[src/rtl/mdstep_pkg.sv]
package mdstep_pkg;

  typedef enum logic [3:0] {
    OP_NOP  = 4'd0,
    OP_ADD  = 4'd1,
    OP_ADDC = 4'd2,
    OP_SUB  = 4'd3,
    OP_SUBC = 4'd4,
    OP_ASR  = 4'd5,
    OP_DASR = 4'd6,
    OP_MULU = 4'd7,
    OP_MULS = 4'd8,
    OP_MULF = 4'd9,
    OP_DIV  = 4'd10,
    OP_DIVL = 4'd11,
    OP_SQRT = 4'd12
  } step_op_e;

  typedef enum logic [1:0] {
    SRC_N    = 2'd0,
    SRC_MD   = 2'd1,
    SRC_SR   = 2'd2,
    SRC_ZERO = 2'd3
  } src_e;

  typedef enum logic [1:0] {
    SH_NONE = 2'd0,
    SH_LEFT = 2'd1,
    SH_ASR  = 2'd2,
    SH_LSR  = 2'd3
  } shf_e;

  typedef enum logic [1:0] {
    LD_T  = 2'd0,
    LD_N  = 2'd1,
    LD_MD = 2'd2,
    LD_SR = 2'd3
  } ld_e;

endpackage

[src/rtl/mdstep_addsub.sv]
module mdstep_addsub import mdstep_pkg::*; #(
  parameter int W = 16
) (
  input  logic [W-1:0] a_i,
  input  logic [W-1:0] b_i,
  input  logic         cin_i,
  input  logic         sub_i,
  input  logic [1:0]   shf_i,
  output logic [W-1:0] y_o,
  output logic         cout_o
);
  logic [W-1:0] b_eff;
  logic [W:0]   full;
  logic [W-1:0] raw;

  always_comb begin
    b_eff  = sub_i ? ~b_i : b_i;
    full   = {1'b0, a_i} + {1'b0, b_eff} + {{W{1'b0}}, cin_i};
    raw    = full[W-1:0];
    cout_o = full[W];
    case (shf_e'(shf_i))
      SH_LEFT: y_o = {raw[W-2:0], 1'b0};
      SH_ASR:  y_o = {raw[W-1], raw[W-1:1]};
      SH_LSR:  y_o = {1'b0, raw[W-1:1]};
      default: y_o = raw;
    endcase
  end
endmodule

[src/rtl/mdstep_mul.sv]
module mdstep_mul #(
  parameter int W = 16
) (
  input  logic [W-1:0] t_i,
  input  logic [W-1:0] n_i,
  input  logic [W-1:0] md_i,
  input  logic         aux_i,
  input  logic         signed_i,
  input  logic         frac_i,
  output logic [W-1:0] t_o,
  output logic [W-1:0] n_o,
  output logic         aux_o
);
  logic [W:0] t_ext;
  logic [W:0] md_ext;
  logic [W:0] sum;

  always_comb begin
    t_ext  = signed_i ? {t_i[W-1], t_i}   : {1'b0, t_i};
    md_ext = signed_i ? {md_i[W-1], md_i} : {1'b0, md_i};
    sum    = t_ext;
    if (signed_i) begin
      // radix-2 recoding of multiplier bit pair {current, previous}
      if (n_i[0] && !aux_i)      sum = t_ext - md_ext;
      else if (!n_i[0] && aux_i) sum = t_ext + md_ext;
    end else if (n_i[0]) begin
      sum = t_ext + md_ext;
    end
    if (frac_i) begin
      // closing step of a fractional product: keep the sum in place
      t_o = sum[W-1:0];
      n_o = {n_i[W-1:1], 1'b0};
    end else begin
      t_o = sum[W:1];
      n_o = {sum[0], n_i[W-1:1]};
    end
    aux_o = signed_i ? n_i[0] : aux_i;
  end
endmodule

[src/rtl/mdstep_div.sv]
module mdstep_div #(
  parameter int W = 16
) (
  input  logic [W-1:0] t_i,
  input  logic [W-1:0] n_i,
  input  logic [W-1:0] md_i,
  input  logic         aux_i,
  input  logic         last_i,
  output logic [W-1:0] t_o,
  output logic [W-1:0] n_o,
  output logic         aux_o
);
  // Partial remainder is the signed value {aux, T}; it always fits W+1 bits.
  logic [W:0] rsh;
  logic [W:0] rnew;

  always_comb begin
    rsh  = {t_i, n_i[W-1]};
    rnew = aux_i ? (rsh + {1'b0, md_i}) : (rsh - {1'b0, md_i});
    if (last_i) begin
      t_o   = aux_i ? (t_i + md_i) : t_i;
      n_o   = n_i;
      aux_o = 1'b0;
    end else begin
      t_o   = rnew[W-1:0];
      n_o   = {n_i[W-2:0], ~rnew[W]};
      aux_o = rnew[W];
    end
  end
endmodule

[src/rtl/mdstep_sqrt.sv]
module mdstep_sqrt #(
  parameter int W = 16
) (
  input  logic [W-1:0] t_i,
  input  logic [W-1:0] n_i,
  input  logic [W-1:0] sr_i,
  output logic [W-1:0] t_o,
  output logic [W-1:0] n_o,
  output logic [W-1:0] sr_o
);
  localparam int RW = W + 2;

  logic [RW-1:0] rsh;
  logic [RW-1:0] trial;
  logic [W-1:0]  diff;
  logic          fits;

  always_comb begin
    rsh   = {t_i, n_i[W-1:W-2]};
    trial = {sr_i, 2'b01};
    fits  = (rsh >= trial);
    diff  = rsh[W-1:0] - trial[W-1:0];
    t_o   = fits ? diff : rsh[W-1:0];
    sr_o  = {sr_i[W-2:0], fits};
    n_o   = {n_i[W-3:0], 2'b00};
  end
endmodule

[src/rtl/mdstep_core.sv]
module mdstep_core import mdstep_pkg::*; #(
  parameter int W = 16
) (
  input  logic         clk,
  input  logic         rst_n,
  input  logic         cmd_en,
  input  logic [3:0]   cmd_op,
  input  logic [1:0]   cmd_src,
  input  logic [1:0]   cmd_shf,
  input  logic         ld_en,
  input  logic [1:0]   ld_sel,
  input  logic [W-1:0] ld_data,
  output logic [W-1:0] t_out,
  output logic [W-1:0] n_out,
  output logic         carry_out
);
  localparam logic [W-1:0] ZERO_W = '0;

  logic [W-1:0] t_q, n_q, md_q, sr_q;
  logic         c_q, aux_q;
  logic [W-1:0] t_d, n_d, md_d, sr_d;
  logic         c_d, aux_d;

  step_op_e op;
  src_e     src;
  assign op  = step_op_e'(cmd_op);
  assign src = src_e'(cmd_src);

  // adder with operand select and output shifter
  logic [W-1:0] alu_b, alu_y;
  logic         alu_cin, alu_sub, alu_co;

  always_comb begin
    case (src)
      SRC_N:   alu_b = n_q;
      SRC_MD:  alu_b = md_q;
      SRC_SR:  alu_b = sr_q;
      default: alu_b = ZERO_W;
    endcase
    alu_sub = (op == OP_SUB) || (op == OP_SUBC);
    case (op)
      OP_ADDC, OP_SUBC: alu_cin = c_q;
      OP_SUB:           alu_cin = 1'b1;
      default:          alu_cin = 1'b0;
    endcase
  end

  mdstep_addsub #(.W(W)) addsub_i (
    .a_i(t_q), .b_i(alu_b), .cin_i(alu_cin), .sub_i(alu_sub),
    .shf_i(cmd_shf), .y_o(alu_y), .cout_o(alu_co)
  );

  // multiply step
  logic [W-1:0] mul_t, mul_n;
  logic         mul_aux;
  mdstep_mul #(.W(W)) mul_i (
    .t_i(t_q), .n_i(n_q), .md_i(md_q), .aux_i(aux_q),
    .signed_i((op == OP_MULS) || (op == OP_MULF)),
    .frac_i(op == OP_MULF),
    .t_o(mul_t), .n_o(mul_n), .aux_o(mul_aux)
  );

  // divide step and fixup
  logic [W-1:0] div_t, div_n;
  logic         div_aux;
  mdstep_div #(.W(W)) div_i (
    .t_i(t_q), .n_i(n_q), .md_i(md_q), .aux_i(aux_q),
    .last_i(op == OP_DIVL),
    .t_o(div_t), .n_o(div_n), .aux_o(div_aux)
  );

  // square-root step
  logic [W-1:0] sq_t, sq_n, sq_sr;
  mdstep_sqrt #(.W(W)) sqrt_i (
    .t_i(t_q), .n_i(n_q), .sr_i(sr_q),
    .t_o(sq_t), .n_o(sq_n), .sr_o(sq_sr)
  );

  always_comb begin
    t_d   = t_q;
    n_d   = n_q;
    md_d  = md_q;
    sr_d  = sr_q;
    c_d   = c_q;
    aux_d = aux_q;
    if (ld_en) begin
      case (ld_e'(ld_sel))
        LD_T:    begin t_d = ld_data; aux_d = 1'b0; end
        LD_N:    begin n_d = ld_data; aux_d = 1'b0; end
        LD_MD:   md_d = ld_data;
        default: sr_d = ld_data;
      endcase
    end else if (cmd_en) begin
      case (op)
        OP_ADD, OP_ADDC, OP_SUB, OP_SUBC: begin
          t_d = alu_y;
          c_d = alu_co;
        end
        OP_ASR:  t_d = {t_q[W-1], t_q[W-1:1]};
        OP_DASR: {t_d, n_d} = {t_q[W-1], t_q, n_q[W-1:1]};
        OP_MULU, OP_MULS, OP_MULF: begin
          t_d   = mul_t;
          n_d   = mul_n;
          aux_d = mul_aux;
        end
        OP_DIV, OP_DIVL: begin
          t_d   = div_t;
          n_d   = div_n;
          aux_d = div_aux;
        end
        OP_SQRT: begin
          t_d  = sq_t;
          n_d  = sq_n;
          sr_d = sq_sr;
        end
        default: ;
      endcase
    end
  end

  always_ff @(posedge clk) begin
    if (!rst_n) begin
      t_q   <= '0;
      n_q   <= '0;
      md_q  <= '0;
      sr_q  <= '0;
      c_q   <= 1'b0;
      aux_q <= 1'b0;
    end else begin
      t_q   <= t_d;
      n_q   <= n_d;
      md_q  <= md_d;
      sr_q  <= sr_d;
      c_q   <= c_d;
      aux_q <= aux_d;
    end
  end

  assign t_out     = t_q;
  assign n_out     = n_q;
  assign carry_out = c_q;
endmodule

[config.mk]
export PLATFORM = sky130hd
export DESIGN_NAME = mdstep_core
export DESIGN_NICKNAME = d
export VERILOG_FILES = /design/src/rtl/mdstep_pkg.sv /design/src/rtl/mdstep_addsub.sv /design/src/rtl/mdstep_mul.sv /design/src/rtl/mdstep_div.sv /design/src/rtl/mdstep_sqrt.sv /design/src/rtl/mdstep_core.sv
export SDC_FILE = /design/constraint.sdc
export NUM_CORES = 1
export LEC_CHECK = 0
export ABC_AREA = 1
export BUFFER_PORTS_ARGS = -buffer_cell sky130_fd_sc_hd__buf_2
export CAP_MARGIN = 20
export CORE_ASPECT_RATIO = 2
export CORE_MARGIN = 4
export CORE_UTILIZATION = 49
export DETAILED_ROUTE_END_ITERATION = 10
export PLACE_DENSITY = 0.78
export SYNTH_ARGS = -nofsm -noshare
export SYNTH_HDL_FRONTEND = slang
export SYNTH_SLANG_ARGS = --single-unit
[constraint.sdc]
create_clock -name clk -period 7.4 [get_ports clk]
set_clock_uncertainty 0.2 [all_clocks]
set_input_delay 0.74 -clock clk [delete_from_list [all_inputs] [get_ports clk]]
set_output_delay 0.74 -clock clk [all_outputs]
set_load 0.1 [all_outputs]
# --- Word level (Yosys, flattened, before mapping) ---
# Cells that the tools add are included.
totals:
  regBits: 66
  in_bits: 30
  out_inout_bits: 33
  word_cells: 112
classes:
  n_addsub: 8
  order_cmp: 1
  n_eq_ne: 28
  mux: 35
  bitwise: 3
  reduce_logical: 29
op_table:
  columns: ["operator", "count"]
  rows:
  - ["$mux 16", 17]
  - ["$mux 17", 7]
  - ["$pmux 16 s3", 2]
  - ["$pmux 16 s5", 1]
  - ["$pmux 16 s4", 1]
  - ["$eq 4x4->1 const B", 5]
  - ["$ge 18x18->1", 1]
  - ["$add 16x16->17", 1]
  - ["$add 17x1->17", 1]
  - ["$add 17x16->17", 1]
  - ["$add 17x17->17", 1]
  - ["$sub 17x16->17", 1]
  - ["$sub 17x17->17", 1]
  - ["$add 16x16->16", 1]
  - ["$eq 4x3->1 const B", 4]
  - ["$not 16->16", 1]
  - ["$sub 16x16->16", 1]
  - ["$reduce_and 4->1", 3]
  - ["$reduce_and 5->1", 2]
  - ["$reduce_bool 5->1", 2]
  - ["$eq 2x2->1 const B", 4]
  - ["$eq 4x2->1 const B", 2]
  - ["$reduce_or 2->1", 4]
  - ["$eq 2x1->1 const B", 3]
  - ["other kinds (20)", 37]

# --- Longest topological paths before layout ---
depth:
  word_depth: 11
  depth_mapped: 24
  depth_no_buf: 24

# --- Modules after synthesis ---
# From an unflattened synthesis, not the netlist that was laid out.
hier_totals:
  hier_cells: 2613
  hier_area_um2: 13675.6
modules_own_cells:
  columns: ["module", "instances", "cells_each", "area_per_inst_um2", "seq_area_each_um2"]
  rows:
  - ["mdstep_core", 1, 831, 4744.6, 1321.3]
  - ["mdstep_mul", 1, 639, 3114.2, 0.0]
  - ["mdstep_div", 1, 554, 2753.9, 0.0]
  - ["mdstep_sqrt", 1, 310, 1600.3, 0.0]
  - ["mdstep_addsub", 1, 279, 1462.7, 0.0]

# --- Worst setup path after synthesis ---
# No wires, ideal clock.
synth_path:
  path_type: "in2reg"
  from: "in cmd_op[0]"
  to: "reg t_q[11], in the netlist t_out[11]"
  setup_time_ns: 0.123
  arrival_ns: 3.325
  required_ns: 7.077
  setup_slack_ns: 3.752
  path_stages: 21
  n_path_buf: 2
  cell_sequence: "buf_4 -> nor2_4 -> inv_2 -> nor2_1 -> nor2_1 -> inv_1 -> buf_2 -> xor2_1 -> ha_1 -> inv_1 -> o21bai_1 -> o21bai_1 -> inv_1 -> nand3_1 -> or2_2 -> nand3_1 -> o221ai_1 -> nor2_1 -> nor2_1 -> nand2_1 -> a21oi_1"
synth_via:
  elab_chain_cells: 9
  word_cells_on_any_way: 33
  classes_between: "add/sub (2); eq/ne (13); mux (9); reduce/logical (9)"
synth_rtl:
  columns: ["item", "line_no", "rtl"]
  rows:
  - ["from (decl)", "mdstep_core.sv:7", "input logic [3:0] cmd_op,"]
  - ["$eq 4x2->1 / $eq 4x3->1 (equally long branches)", "mdstep_core.sv:40, mdstep_core.sv:41, mdstep_core.sv:94", null]
  - ["$logic_or 1x1->1", "mdstep_core.sv:40", "alu_sub = (op == OP_SUB) || (op == OP_SUBC);"]
  - ["$mux 16", "mdstep_addsub.sv:17", "b_eff = sub_i ? ~b_i : b_i;"]
  - ["$add 16x16->17", "mdstep_addsub.sv:18", "full = {1'b0, a_i} + {1'b0, b_eff} + {{W{1'b0}}, cin_i};"]
  - ["$add 17x1->17", "mdstep_addsub.sv:18", null]
  - ["$pmux 16 s3", "mdstep_addsub.sv:21", "case (shf_e'(shf_i))"]
  - ["$pmux 16 s5", "mdstep_core.sv:94", "case (op)"]
  - ["$mux 16", "mdstep_core.sv:93", "end else if (cmd_en) begin"]
  - ["$mux 16", "mdstep_core.sv:86", "if (ld_en) begin"]
  - ["to (signal assigned)", "mdstep_core.sv:130", "t_q <= t_d;"]
  - ["to (decl)", "mdstep_core.sv:19", "logic [W-1:0] t_q, n_q, md_q, sr_q;"]
# Parallel ways exist; a longest one is shown, timed or not. The select of a mux whose other input is x is not followed.
# A chain may end at the register's enable or synchronous reset.

# --- Worst setup path after layout ---
layout_path:
  from: "reg md_q[1]"
  to: "reg t_q[11], in the netlist t_out[11]"
layout_via:
  elab_chain_cells: 9
  word_cells_on_any_way: 23
  classes_between: "add/sub (7); mux (15); bitwise (1)"
layout_rtl:
  columns: ["item", "line_no", "rtl"]
  rows:
  - ["from (decl)", "mdstep_core.sv:19", null]
  - ["from (signal assigned)", "mdstep_core.sv:132", "md_q <= md_d;"]
  - ["$pmux 16 s3 / $mux 17 (equally long branches)", "mdstep_core.sv:34, mdstep_mul.sv:20", null]
  - ["$not 16->16 / $add 17x17->17 (equally long branches)", "mdstep_addsub.sv:17, mdstep_mul.sv:25, mdstep_mul.sv:27", null]
  - ["$mux 16 / $mux 17 (equally long branches)", "mdstep_addsub.sv:17, mdstep_mul.sv:25", null]
  - ["$add 16x16->17 / $mux 17 (equally long branches)", "mdstep_addsub.sv:18, mdstep_mul.sv:24", null]
  - ["$add 17x1->17 / $mux 17 (equally long branches)", "mdstep_addsub.sv:18, mdstep_mul.sv:22", null]
  - ["$pmux 16 s3 / $mux 16 (equally long branches)", "mdstep_addsub.sv:21, mdstep_mul.sv:29", null]
  - ["$pmux 16 s5 *", "mdstep_core.sv:94", null]
  - ["$mux 16 *", "mdstep_core.sv:93", null]
  - ["$mux 16 *", "mdstep_core.sv:86", null]
# Mark *: on every way between the ends. The rest lies on a longest branch, timed or not. The select of a mux whose other input is x is not followed.

==> results.toml <==
[place]
gp_congestion = 1.074
dp_hpwl_um = 38280
port-buffer-count = 62

[floorplan]
dieArea_um2 = 22940
initial_utilization = 0.5008
fp.dieH_um = 210.2
die_w_um = 109.1
ios = 63
rows = 73
core_um2 = 20000

[sta]
fin_crit_ns = 4.699
post-route-period-util = 0.6350
relSlewSlack = 0.2797
holdWs_ns = 0.3083
worst_pin_slew_ns = 1.076
hold_viol_final = 0
setup_violations = 0
setup_tns_ns = 0
slew_violations = 0
max_clock_freq_mhz = 212.8
rsz0062_at_grt = "no"

[grt]
met1_usage = 0.3920
grt_antenna_before_repair = 0
grtUsageTotal = 0.4250
met2_usage = 0.6987
grt.overflow.total = 0
grt_pass1_vias = 12480
global_route.usage.met3 = 0.1024
grt_first_pass_wirelength_um = 71900
busiest_layer = "met2"
grt_max_degree = 65

[synth]
synth.ff_latch_count = 66
synth-edff-count = 0
synth_cell_type_count = 48
synthTopCellsByCount = "404 x nand2_1, 234 x inv_1, 175 x a21oi_1, 158 x nand3_1, 146 x nor2_1"
synth_largest_area_cell = "nand2_1"
synthCells = 1743
avgSynthCellArea_um2 = 5.748
syn_area_um2 = 10020
synth_most_common_cell = "nand2_1"
synth.area.top_cells = "nand2_1 15%, dfxtp_1 13%, ha_1 10%"
yosys_warnings = 0
syn_nets = 1860
async_flop_share = 0
synth_top_area_frac = 0.1514
synthFlopType = "dfxtp_1"
yosysSeqAreaShare = 0.1319

[power]
powerDensity_nw_per_um2 = 220.1
power_uw = 2391
vdd_ir_drop_max_mv = 0.1610
leakage_uw = 0.005557

[cells_and_area]
nets = 1887
utilization = 0.5432
layout-drive-gt1-share = 0.07441
diodes = 0
fillers = 2127
synthToLayoutAreaGrowth_pct = 8.455

[setup_path]
cp_slowest_cell = "nor3_1"
worstPathCellList = "inv_1 > ha_1 > inv_1 > nor2_1 > inv_1 > nor2_1 > nand3_1 > nor3_1 > nor2_1 > xor2_1 > ha_1 > nand2_1 > o21ai_0 > o21bai_1 > o21ai_0 > a21oi_1 > nor2_1 > nand3_1 > nand2_1 > a21oi_1"
critPathMaxStageDelay_ns = 0.47
path_buf_inv = 3
critPathRequiredTime_ns = 7.49
critPathLaunchType = "flip-flop"
critPathCaptureType = "flip-flop"
path_delay_family = "simple AND/OR/NAND/NOR gates"
timing.critical_path.mode_cell = "nor2_1"
worstSetupPathType = "reg2reg"
arrival_ns = 4.79
worstPathMaxFanout = 6

[cts]
ctsHoldBuffers = 0
cts_setup_buffers = 0
cts_tree = "done"
cts_resized = 0
clk_latency_ns = 0.36
htree_levels = 3
numCtsBuffers = 9
clk_pin_slew_ns = 0.06
cts_buffer_depth = 2
clock-sinks = 66
root_buffer = "clkbuf_16"

[route]
drc_errors = 0
wirelength_um = 48800
detail-route-antenna-nets = 0
initialDrtViolationCount = 1192
first_pass_iters = 6
num_vias = 12760
viasPerCell = 6.269
wl_per_cell_um = 23.97

[hold_path]
hold_path.class = "reg2reg"

[run]
max-cap-violations = 0

[status]
status = "finished clean"
==> worst register-to-register path, cell delays in order (launching register included) <==
cell	delay, ns
dfxtp_1	0.34
inv_1	0.30
ha_1	0.25
inv_1	0.05
nor2_1	0.18
inv_1	0.08
nor2_1	0.27
nand3_1	0.19
nor3_1	0.47
nor2_1	0.10
xor2_1	0.16
ha_1	0.41
nand2_1	0.21
o21ai_0	0.27
o21bai_1	0.17
o21ai_0	0.10
a21oi_1	0.39
nor2_1	0.10
nand3_1	0.18
nand2_1	0.07
a21oi_1	0.14
==> cell type report <==
| cell class | instances | area [µm²] | area share |
|---|---|---|---|
| clock buffer | 11 | 252.7 | 0.02326 |
| sequential | 66 | 1321 | 0.1216 |
| clock inverter | 4 | 98.84 | 0.009097 |
| inverter | 246 | 925.9 | 0.08521 |
| tap | 262 | 327.8 | 0.03017 |
| multi-input combinational | 1366 | 7486 | 0.6890 |
| timing repair buffer | 81 | 452.9 | 0.04169 |
==> per-stage QoR <==
step           std cells  instance area (µm²)  worst slack, ns
3_5_place_dp        2020                10510            2.789
3_3_place_gp        2020                10510            2.840
6_report            2036                10870            2.701
4_1_cts             2035                10860            2.940
5_1_grt             2036                10870            2.508
2_1_floorplan       1743                10020            3.752
==> cell usage in the layout (no fill, tap or decap), drive strengths merged, types with 26 or more instances in the layout <==
cell type,n
o22ai,26
nand3,159
nor2,151
xor2,43
ha,82
buf,81
nand2,408
a21oi,176
o21ai,143
inv,245
dfxtp,66
==> worst paths after layout <==
| kind | start | endpoint | slack, ns | cells after the start |
|---|---|---|---|---|
| max reg2reg | md_q[1] | t_out[11] | 2.70 | 20 |
| max | md_q[1] | t_out[11] | 2.70 | 20 |
| min | sr_q[11] | sr_q[11] | 0.31 | 2 |
| min reg2reg | sr_q[11] | sr_q[11] | 0.31 | 2 |
==> cell families (layout without fill, tap and decap cells) <==
kind of cell / after synthesis / after routing / share of synthesized area
buffers and inverters: 311 / 342 / 0.1209
adder cells (fa/ha/maj): 87 / 87 / 0.1124
XOR/XNOR: 60 / 60 / 0.05245
flip-flops: 66 / 66 / 0.1319
AO/OA/AOI/OAI: 445 / 445 / 0.2528
AND/OR/NAND/NOR: 774 / 774 / 0.3296
==> power breakdown <==
| group | switching, µW | internal [µW] |
|---|---|---|
| combinational | 1030 | 399 |
| sequential | 51.6 | 385 |
| clock | 180 | 346 |
==> flip-flops by register name, indices dropped and copies added (netlist names) <==
name       count
sr_q          16
aux_q          1
carry_out      1
t_out         16
md_q          16
n_out         16
==> per-layer routing <==
| layer | share of wire | wire (µm) |
|---|---|---|
| met3 | 0.086 | 4201 |
| met5 | 0 | 0 |
| met1 | 0.31 | 14900 |
| met2 | 0.46 | 22640 |
| met4 | 0.14 | 7059 |
No activity file was read; power rests on OpenSTA's default activity.
